### src/rtl/ccmon_pkg.sv
package ccmon_pkg;

    typedef enum logic [1:0] {
        LVL_GREEN  = 2'd0,
        LVL_YELLOW = 2'd1,
        LVL_RED    = 2'd2
    } lvl_e;

    localparam int NUM_LIM      = 2;
    localparam int LIM_PAS      = 0;
    localparam int LIM_FAT      = 1;
    localparam int STAT_IRQ_BIT = 2;

endpackage

### src/rtl/ccmon_limit_regs.sv
module ccmon_limit_regs
    import ccmon_pkg::*;
#(
    parameter int              REG_W    = 16,
    parameter int              ADDR_W   = 8,
    parameter logic [ADDR_W-1:0] ADDR_PAS = 8'hD8,
    parameter logic [ADDR_W-1:0] ADDR_FAT = 8'hCC
) (
    input  logic                           clk,
    input  logic                           rst_n,
    input  logic                           cfg_state,
    input  logic                           reg_wr,
    input  logic [ADDR_W-1:0]              reg_addr,
    input  logic [REG_W-1:0]               reg_wdata,
    output logic [NUM_LIM-1:0][REG_W-1:0]  lim_q
);

    localparam logic [ADDR_W-1:0] SLOT_ADDR [NUM_LIM] = '{ADDR_PAS, ADDR_FAT};

    for (genvar g = 0; g < NUM_LIM; g++) begin : g_lim
        logic slot_we;
        assign slot_we = cfg_state && reg_wr && (reg_addr == SLOT_ADDR[g]);

        always_ff @(posedge clk or negedge rst_n) begin
            if (!rst_n) begin
                lim_q[g] <= '0;
            end else if (slot_we) begin
                lim_q[g] <= reg_wdata;
            end
        end
    end

endmodule

### src/rtl/ccmon_fail_cnt.sv
module ccmon_fail_cnt #(
    parameter int CNT_W = 15
) (
    input  logic             clk,
    input  logic             rst_n,
    input  logic             clr,
    input  logic             miss,
    input  logic             hit,
    output logic [CNT_W-1:0] cnt_q,
    output logic [CNT_W-1:0] cnt_inc
);

    localparam logic [CNT_W-1:0] CNT_MAX = {CNT_W{1'b1}};

    // Saturating successor of the present count
    always_comb begin
        if (cnt_q == CNT_MAX) begin
            cnt_inc = cnt_q;
        end else begin
            cnt_inc = cnt_q + 1'b1;
        end
    end

    always_ff @(posedge clk or negedge rst_n) begin
        if (!rst_n) begin
            cnt_q <= '0;
        end else if (clr || hit) begin
            cnt_q <= '0;
        end else if (miss) begin
            cnt_q <= cnt_inc;
        end
    end

endmodule

### src/rtl/ccmon_level_fsm.sv
module ccmon_level_fsm
    import ccmon_pkg::*;
#(
    parameter int CNT_W = 15,
    parameter int REG_W = 16
) (
    input  logic             clk,
    input  logic             rst_n,
    input  logic             cfg_state,
    input  logic             miss,
    input  logic [CNT_W-1:0] cnt_inc,
    input  logic [REG_W-1:0] pas_lim,
    input  logic [REG_W-1:0] fat_lim,
    input  logic             irq_clr,
    output logic [1:0]       level_o,
    output logic             irq_o
);

    lvl_e state_q, state_d;
    logic hit_pas, hit_fat;
    logic escalate;

    assign hit_pas = (REG_W'(cnt_inc) == pas_lim);
    assign hit_fat = (REG_W'(cnt_inc) == fat_lim);

    // Next-state logic
    always_comb begin
        state_d = state_q;
        if (cfg_state) begin
            state_d = LVL_GREEN;                      // CFG_RESTART
        end else if (miss) begin
            unique case (state_q)
                LVL_GREEN: begin
                    if (hit_fat) begin
                        state_d = LVL_RED;            // MISS_FATAL
                    end else if (hit_pas) begin
                        state_d = LVL_YELLOW;         // MISS_PASSIVE
                    end
                end
                LVL_YELLOW: begin
                    if (hit_fat) begin
                        state_d = LVL_RED;            // MISS_FATAL
                    end
                end
                LVL_RED: begin
                    state_d = LVL_RED;
                end
                default: begin
                    state_d = LVL_GREEN;
                end
            endcase
        end
    end

    // State register
    always_ff @(posedge clk or negedge rst_n) begin
        if (!rst_n) begin
            state_q <= LVL_GREEN;
        end else begin
            state_q <= state_d;
        end
    end

    // Outputs
    always_comb begin
        level_o  = state_q;
        escalate = (state_d != state_q) && (state_d != LVL_GREEN);
    end

    // Pending flag, set has priority over clear
    always_ff @(posedge clk or negedge rst_n) begin
        if (!rst_n) begin
            irq_o <= 1'b0;
        end else if (escalate) begin
            irq_o <= 1'b1;
        end else if (irq_clr) begin
            irq_o <= 1'b0;
        end
    end

endmodule

### src/rtl/ccorr_err_mon.sv
module ccorr_err_mon
    import ccmon_pkg::*;
#(
    parameter int                REG_W     = 16,
    parameter int                CNT_W     = 15,
    parameter int                ADDR_W    = 8,
    parameter logic [ADDR_W-1:0] ADDR_FAT  = 8'hCC,
    parameter logic [ADDR_W-1:0] ADDR_PAS  = 8'hD8,
    parameter logic [ADDR_W-1:0] ADDR_STAT = 8'hE0,
    parameter logic [ADDR_W-1:0] ADDR_CNT  = 8'hE4
) (
    input  logic              clk,
    input  logic              rst_n,
    input  logic              cfg_state,
    input  logic              cyc_odd_end,
    input  logic              corr_ok,
    input  logic              reg_wr,
    input  logic [ADDR_W-1:0] reg_addr,
    input  logic [REG_W-1:0]  reg_wdata,
    output logic [REG_W-1:0]  reg_rdata,
    output logic [1:0]        err_level,
    output logic              irq
);

    logic [NUM_LIM-1:0][REG_W-1:0] lim_q;
    logic [CNT_W-1:0]              cnt_q;
    logic [CNT_W-1:0]              cnt_inc;
    logic                          miss;
    logic                          hit;
    logic                          irq_clr;

    assign miss    = cyc_odd_end && !corr_ok && !cfg_state;
    assign hit     = cyc_odd_end &&  corr_ok && !cfg_state;
    assign irq_clr = reg_wr && (reg_addr == ADDR_STAT) && reg_wdata[STAT_IRQ_BIT];

    ccmon_limit_regs #(
        .REG_W    (REG_W),
        .ADDR_W   (ADDR_W),
        .ADDR_PAS (ADDR_PAS),
        .ADDR_FAT (ADDR_FAT)
    ) u_limits (
        .clk       (clk),
        .rst_n     (rst_n),
        .cfg_state (cfg_state),
        .reg_wr    (reg_wr),
        .reg_addr  (reg_addr),
        .reg_wdata (reg_wdata),
        .lim_q     (lim_q)
    );

    ccmon_fail_cnt #(
        .CNT_W (CNT_W)
    ) u_cnt (
        .clk     (clk),
        .rst_n   (rst_n),
        .clr     (cfg_state),
        .miss    (miss),
        .hit     (hit),
        .cnt_q   (cnt_q),
        .cnt_inc (cnt_inc)
    );

    ccmon_level_fsm #(
        .CNT_W (CNT_W),
        .REG_W (REG_W)
    ) u_fsm (
        .clk       (clk),
        .rst_n     (rst_n),
        .cfg_state (cfg_state),
        .miss      (miss),
        .cnt_inc   (cnt_inc),
        .pas_lim   (lim_q[LIM_PAS]),
        .fat_lim   (lim_q[LIM_FAT]),
        .irq_clr   (irq_clr),
        .level_o   (err_level),
        .irq_o     (irq)
    );

    // Read multiplexer
    always_comb begin
        reg_rdata = '0;
        case (reg_addr)
            ADDR_FAT:  reg_rdata = lim_q[LIM_FAT];
            ADDR_PAS:  reg_rdata = lim_q[LIM_PAS];
            ADDR_STAT: begin
                reg_rdata[1:0]          = err_level;
                reg_rdata[STAT_IRQ_BIT] = irq;
            end
            ADDR_CNT:  reg_rdata = REG_W'(cnt_q);
            default:   reg_rdata = '0;
        endcase
    end

endmodule

### config.mk
export PLATFORM = sky130hd
export DESIGN_NAME = ccorr_err_mon
export DESIGN_NICKNAME = d
export VERILOG_FILES = /design/src/rtl/ccmon_pkg.sv /design/src/rtl/ccmon_limit_regs.sv /design/src/rtl/ccmon_fail_cnt.sv /design/src/rtl/ccmon_level_fsm.sv /design/src/rtl/ccorr_err_mon.sv
export SDC_FILE = /design/constraint.sdc
export NUM_CORES = 1
export LEC_CHECK = 0
export BUFFER_PORTS_ARGS = -buffer_cell sky130_fd_sc_hd__buf_2
export CAP_MARGIN = 0
export CORE_AREA = 2 2 95 97
export DETAILED_ROUTE_END_ITERATION = 8
export DIE_AREA = 0 0 97 99
export GPL_ROUTABILITY_DRIVEN = 0
export SETUP_SLACK_MARGIN = 0.1
export SKIP_CTS_REPAIR_TIMING = 1
export SLEW_MARGIN = 25
export SYNTH_ARGS = -nofsm -noshare
export SYNTH_HDL_FRONTEND = slang
export SYNTH_SLANG_ARGS = --single-unit
### constraint.sdc
create_clock -name clk -period 3.8 [get_ports clk]
set_input_delay 0.19 -clock clk [delete_from_list [all_inputs] [get_ports clk]]
set_output_delay 0.19 -clock clk [all_outputs]
set_load 0.02 [all_outputs]
; Word-level counts from Yosys, hierarchy flattened
; Cells that the tools add are included.
[op_classes]
addsub = 1
n_eq_ne = 10
n_mux = 13
reduce_logical = 17
[ops]
columns = operator, count
row1 = 15-bit 2-to-1 mux, 3
row2 = 13-bit one-hot mux with 3 select lines, 1
row3 = 15-bit by 16-bit equality test with 1-bit output, 2
row4 = "8-bit equality test, second input constant", 4
row5 = "15-bit by 1-bit adder with 15-bit output, second input constant", 1
row6 = "15-bit equality test, second input constant", 1
row7 = 3-bit one-hot mux with 4 select lines, 1
row8 = 1-bit logical AND, 10
row9 = 2-bit 2-to-1 mux, 5
row10 = 2-bit one-hot mux with 3 select lines, 1
row11 = 2-bit nonzero test, 3
row12 = "2-bit by 1-bit equality test with 1-bit output, second input constant", 1
row13 = "2-bit equality test, second input constant", 1
row14 = 1-bit logical NOT, 2
row15 = 2-bit logical NOT, 1
row16 = 1-bit 2-to-1 mux, 2
row17 = 2-bit != test, 1
row18 = 1-bit logical OR, 1
[totals]
reg_bits = 50
in_bits = 30
output_inout_bits = 19

; Logic depth before layout (Yosys ltp)
[logic_depth]
ltp_word = 11
depth_mapped = 10

; Cells and area by module
; From an unflattened synthesis, not the netlist that was laid out.
[hier_totals]
hier_cells = 339
hier_area_um2 = 3535.9
[modules_own_cells]
columns = mod, instances, cells_per_inst, area_each_um2, seq_area_each_um2
row1 = ccmon_limit_regs, 1, 72, 1310.0, 800.8
row2 = ccmon_fail_cnt, 1, 134, 1197.4, 375.4
row3 = ccorr_err_mon, 1, 80, 541.8, 0.0
row4 = ccmon_level_fsm, 1, 53, 486.7, 75.1

; Worst setup path before layout
; OpenSTA, ideal clock, no wires.
[synth_timing]
path_kind = flip-flop to flip-flop
startpoint = reg u_cnt.cnt_q[0]
endpoint = reg u_fsm.state_q[1], in the netlist u_fsm.level_o[1]
setup_time_ps = 94
arrival_time_ps = 2532
required_time_ps = 3706
path_slack_ps = 1174
stages_incl_launch_ff = 9
path_buffers = 0
period_less_slack_ps = 2626
cell_sequence = dfrtp_1 ha_1 nand4_2 nor4_4 mux2_1 a311oi_2 nand4_1 or4_4 a221oi_2
[synth_via]
elab_chain_len = 8
[synth_rtl]
columns = element, line_no
row1 = "start, declared", ccmon_fail_cnt.sv:9  ; output logic [CNT_W-1:0] cnt_q,
row2 = "start signal, assigned", ccmon_fail_cnt.sv:30  ; cnt_q <= cnt_inc;
row3 = 15-bit by 1-bit adder with 15-bit output or 15-bit equality test (tied branches), "ccmon_fail_cnt.sv:20, ccmon_fail_cnt.sv:17"
row4 = 15-bit 2-to-1 mux *, ccmon_fail_cnt.sv:17  ; if (cnt_q == CNT_MAX) begin
row5 = 15-bit by 16-bit equality test with 1-bit output, ccmon_level_fsm.sv:23  ; assign hit_pas = (REG_W'(cnt_inc) == pas_lim);
row6 = 2-bit 2-to-1 mux, ccmon_level_fsm.sv:36  ; end else if (hit_pas) begin
row7 = 2-bit 2-to-1 mux, ccmon_level_fsm.sv:34  ; if (hit_fat) begin
row8 = 2-bit one-hot mux with 3 select lines *, ccmon_level_fsm.sv:32  ; unique case (state_q)
row9 = 2-bit 2-to-1 mux *, ccmon_level_fsm.sv:31  ; end else if (miss) begin
row10 = 2-bit 2-to-1 mux *, ccmon_level_fsm.sv:29  ; if (cfg_state) begin
row11 = named net u_fsm.state_d[1], ccmon_level_fsm.sv:19  ; lvl_e state_q, state_d;
row12 = "end signal, assigned", ccmon_level_fsm.sv:60  ; state_q <= state_d;
row13 = "end, declared", ccmon_level_fsm.sv:19
; Mark *: on every way through the listed nets, which the timed path passes. The rest lies on a longest branch.
; A chain may end at the register's enable or synchronous reset.

; Worst setup path after layout
; Same ends and word-level chain as after synthesis.

==> out/results.ini <==
[logic_synthesis]
synth_edf_count = 0
ys_async_sr_fraction_pct = 100
yosysWarningCount = 0
ys_seq_area_share_pct = 34.6
syn_nets = 400
yosysTopAreaCellShare_pct = 34.6
synth_ff_type = dfrtp_1
netlist_top_cells_area = dfrtp_1 (35%), mux2_2 (9.4%), xnor2_1 (4.4%)
synth_top_cell_by_area = dfrtp_1
synthCells = 369
synth_area_mm2 = 0.00361
syn_area_per_cell_um2 = 9.79
ys_seq_elements = 50
synth_cell_types = 68

[critical_path]
critPathArrivalTime_ns = 3.55
critPathKind = register to register
cp.required_ns = 4.03
crit_path_max_fanout = 12
cp-end-kind = register
r2r_cells = 8
timing.rr.end = u_fsm.level_o[1]
start_kind = register
r2r_start = u_cnt.cnt_q[0]
r2r_slack_ns = 0.48

[floorplan]
io_pins = 49
initial_core_util_pct = 42.2
die_x_um = 97
dieArea_mm2 = 0.00960
fp.dieH_um = 99
num_rows = 34
core-area_mm2 = 0.00855

[sta]
rsz0062_at_grt = no
tns_ns = 0
maxSlewViolCount = 0
clock-skew-final_ns = 0.0121
final.min_clock_period_ns = 3.32
hold_violations = 44
hold_ws_ns = -0.0308
setup_violations = 0
fmax_ghz = 0.302
relSlewSlack_pct = 24.1
period_share_pct = 87.3
worstMarginPinSlew_ns = 1.14

[global_routing]
grt-ovfl-total = 0
grt_pass1_vias = 3111
grt.total_usage_pct = 21.8
antenna_found_initial = 0
grt_busiest_layer = met2
grt_util_met2_pct = 34.9
grtUsageMet3_pct = 2.27
grt_max_degree = 51
use_met1_pct = 31.7
grt_pass1_wl_um = 16800

[clock_tree]
cts-htree-levels = 2
clkSlewWorstSetupHoldPaths_ns = 0.10
clkLatencyLatePin_ns = 0.32
clock_path_buffers = 2
numCtsBuffers = 5
cts_sinks = 50
cts_tree = yes
root_buffer = clkbuf_8

[routing]
wl_um = 10300
dr.first_iter.drc_count = 387
wire_per_inst_um = 20.0
vias_per_cell = 6.23
drc_errors = 0
dr.pass1.iters = 5
ant_nets = 0
num_vias = 3189

[pwr]
seqPwrFrac_pct = 57.2
p_switching_mw = 0.259
power_per_cell_area_mw_per_mm2 = 245
p_leak_nw = 1.84
vdd_drop_max_mv = 0.124
pwr-share-comb_pct = 9.3
power.internal_mw = 0.717
switching_share_pct = 26.5
pwr-share-clk_pct = 33.5

[cells_and_area]
final_common_cell = dfrtp_1
nets = 434
layout_common_cells = dfrtp_1 (50), buf_2 (48), mux2_2 (30)
area.growth.synth_to_final_pct = 10.3
final_core_util_pct = 46.6
antenna_cells = 0
n_fill_cell = 835
layout-drive-gt1-share_pct = 29.0

[min_path]
hold_path.class = input port to async pin

[run_status]
violations = hold timing
status = finished, violations left

[place]
hpwl_um = 7480
portBuffers = 48

[run]
drv_cap = 0

flip-flops by register name (all words and copies together) (netlist names):
name            count
u_fsm.irq_o         1
u_cnt.cnt_q        15
u_limits.lim_q     32
u_fsm.level_o       2
how the worst max path moves through the flow:
stage                   startpoint               end  cells past startpoint
detailed placement  u_cnt.cnt_q[0]  u_fsm.level_o[1]                      8
CTS                 u_cnt.cnt_q[0]  u_fsm.level_o[1]                      8
floorplan           u_cnt.cnt_q[0]  u_fsm.level_o[1]                      8
global route        u_cnt.cnt_q[0]  u_fsm.level_o[1]                      8
global placement    u_cnt.cnt_q[0]  u_fsm.level_o[1]                      8
finish              u_cnt.cnt_q[0]  u_fsm.level_o[1]                      8
cells by family (layout without fill, tap and decap cells):
logic type | after synthesis | after routing | synth area share, %
AO/OA/AOI/OAI | 95 | 95 | 20.9
XOR/XNOR | 26 | 26 | 6.69
adder cells (fa/ha/maj) | 1 | 1 | 0.346
buffers and inverters | 49 | 84 | 6.62
flip-flops | 50 | 50 | 34.6
multiplexers | 37 | 37 | 11.4
AND/OR/NAND/NOR | 111 | 111 | 19.5
metrics by stage:
| stage | cells | setup slack (ns) | area (um^2) | power, mW |
|---|---|---|---|---|
| after floorplan | 369 | 1.17 | 3610 | 0.611 |
| after global placement | 504 | 0.666 | 3890 | 0.658 |
| after detailed placement | 504 | 0.587 | 3890 | 0.659 |
| after CTS | 512 | 0.554 | 3980 | 0.987 |
| after global routing | 512 | 0.326 | 3980 | 1.01 |
| final | 512 | 0.484 | 3980 | 0.976 |
per-layer routing:
layer | share of wire (%) | vias up
met5 | 0 | -
met4 | 1.3 | 0
met3 | 5.7 | 11
met2 | 47 | 129
met1 | 46 | 1579
li1 | - | 1470
cell usage after synthesis, types with 3 or more instances:
cell and count:
nand3_1 9, mux2i_1 5, and3_1 11, and2_1 3, buf_6 3, nor3_1 7, nor4_2 3, o31ai_1 5
xor2_1 7, a22oi_1 7, nand3_2 3, a21oi_1 12, nand4_1 4, mux2_2 30, nand3b_1 3, buf_4 5
o211ai_1 7, a22o_1 4, nor4_4 3, a222oi_1 12, xnor2_1 18, buf_2 11, or3_1 5, dfrtp_1 50
clkbuf_1 11, a311oi_1 3, nor2_1 18, nand2_1 24, o21ai_0 12, o22ai_1 4, inv_1 19
power by group through the flow:
stage               clock network (mW)  registers (mW)  logic [mW]
finish                           0.327           0.558      0.0907
global route                     0.353           0.561       0.101
CTS                              0.337           0.558      0.0910
detailed placement                   0           0.569      0.0907
global placement                     0           0.569      0.0889
floorplan                            0           0.563      0.0485
worst max-delay path, stage by stage, from the launching register on:
cell,delay (ns)
dfrtp_1,0.57
ha_1,0.31
and4_1,0.48
nand4_4,0.25
or3_1,0.39
a311oi_2,0.26
nand4_1,0.18
or4_4,0.57
a221oi_2,0.23
layout make-up:
| cell class | instances | area (um^2) | share of cell area, % |
|---|---|---|---|
| clock buffers | 6 | 72.6 | 1.82 |
| clock inverters | 2 | 17.5 | 0.440 |
| inverters | 19 | 71.3 | 1.79 |
| multi-input cells | 270 | 2130 | 53.4 |
| flip-flops and latches | 50 | 1250 | 31.4 |
| well taps | 108 | 135 | 3.39 |
| repair buffers | 57 | 308 | 7.73 |
Note: power is estimated with default switching activity, not from simulation.
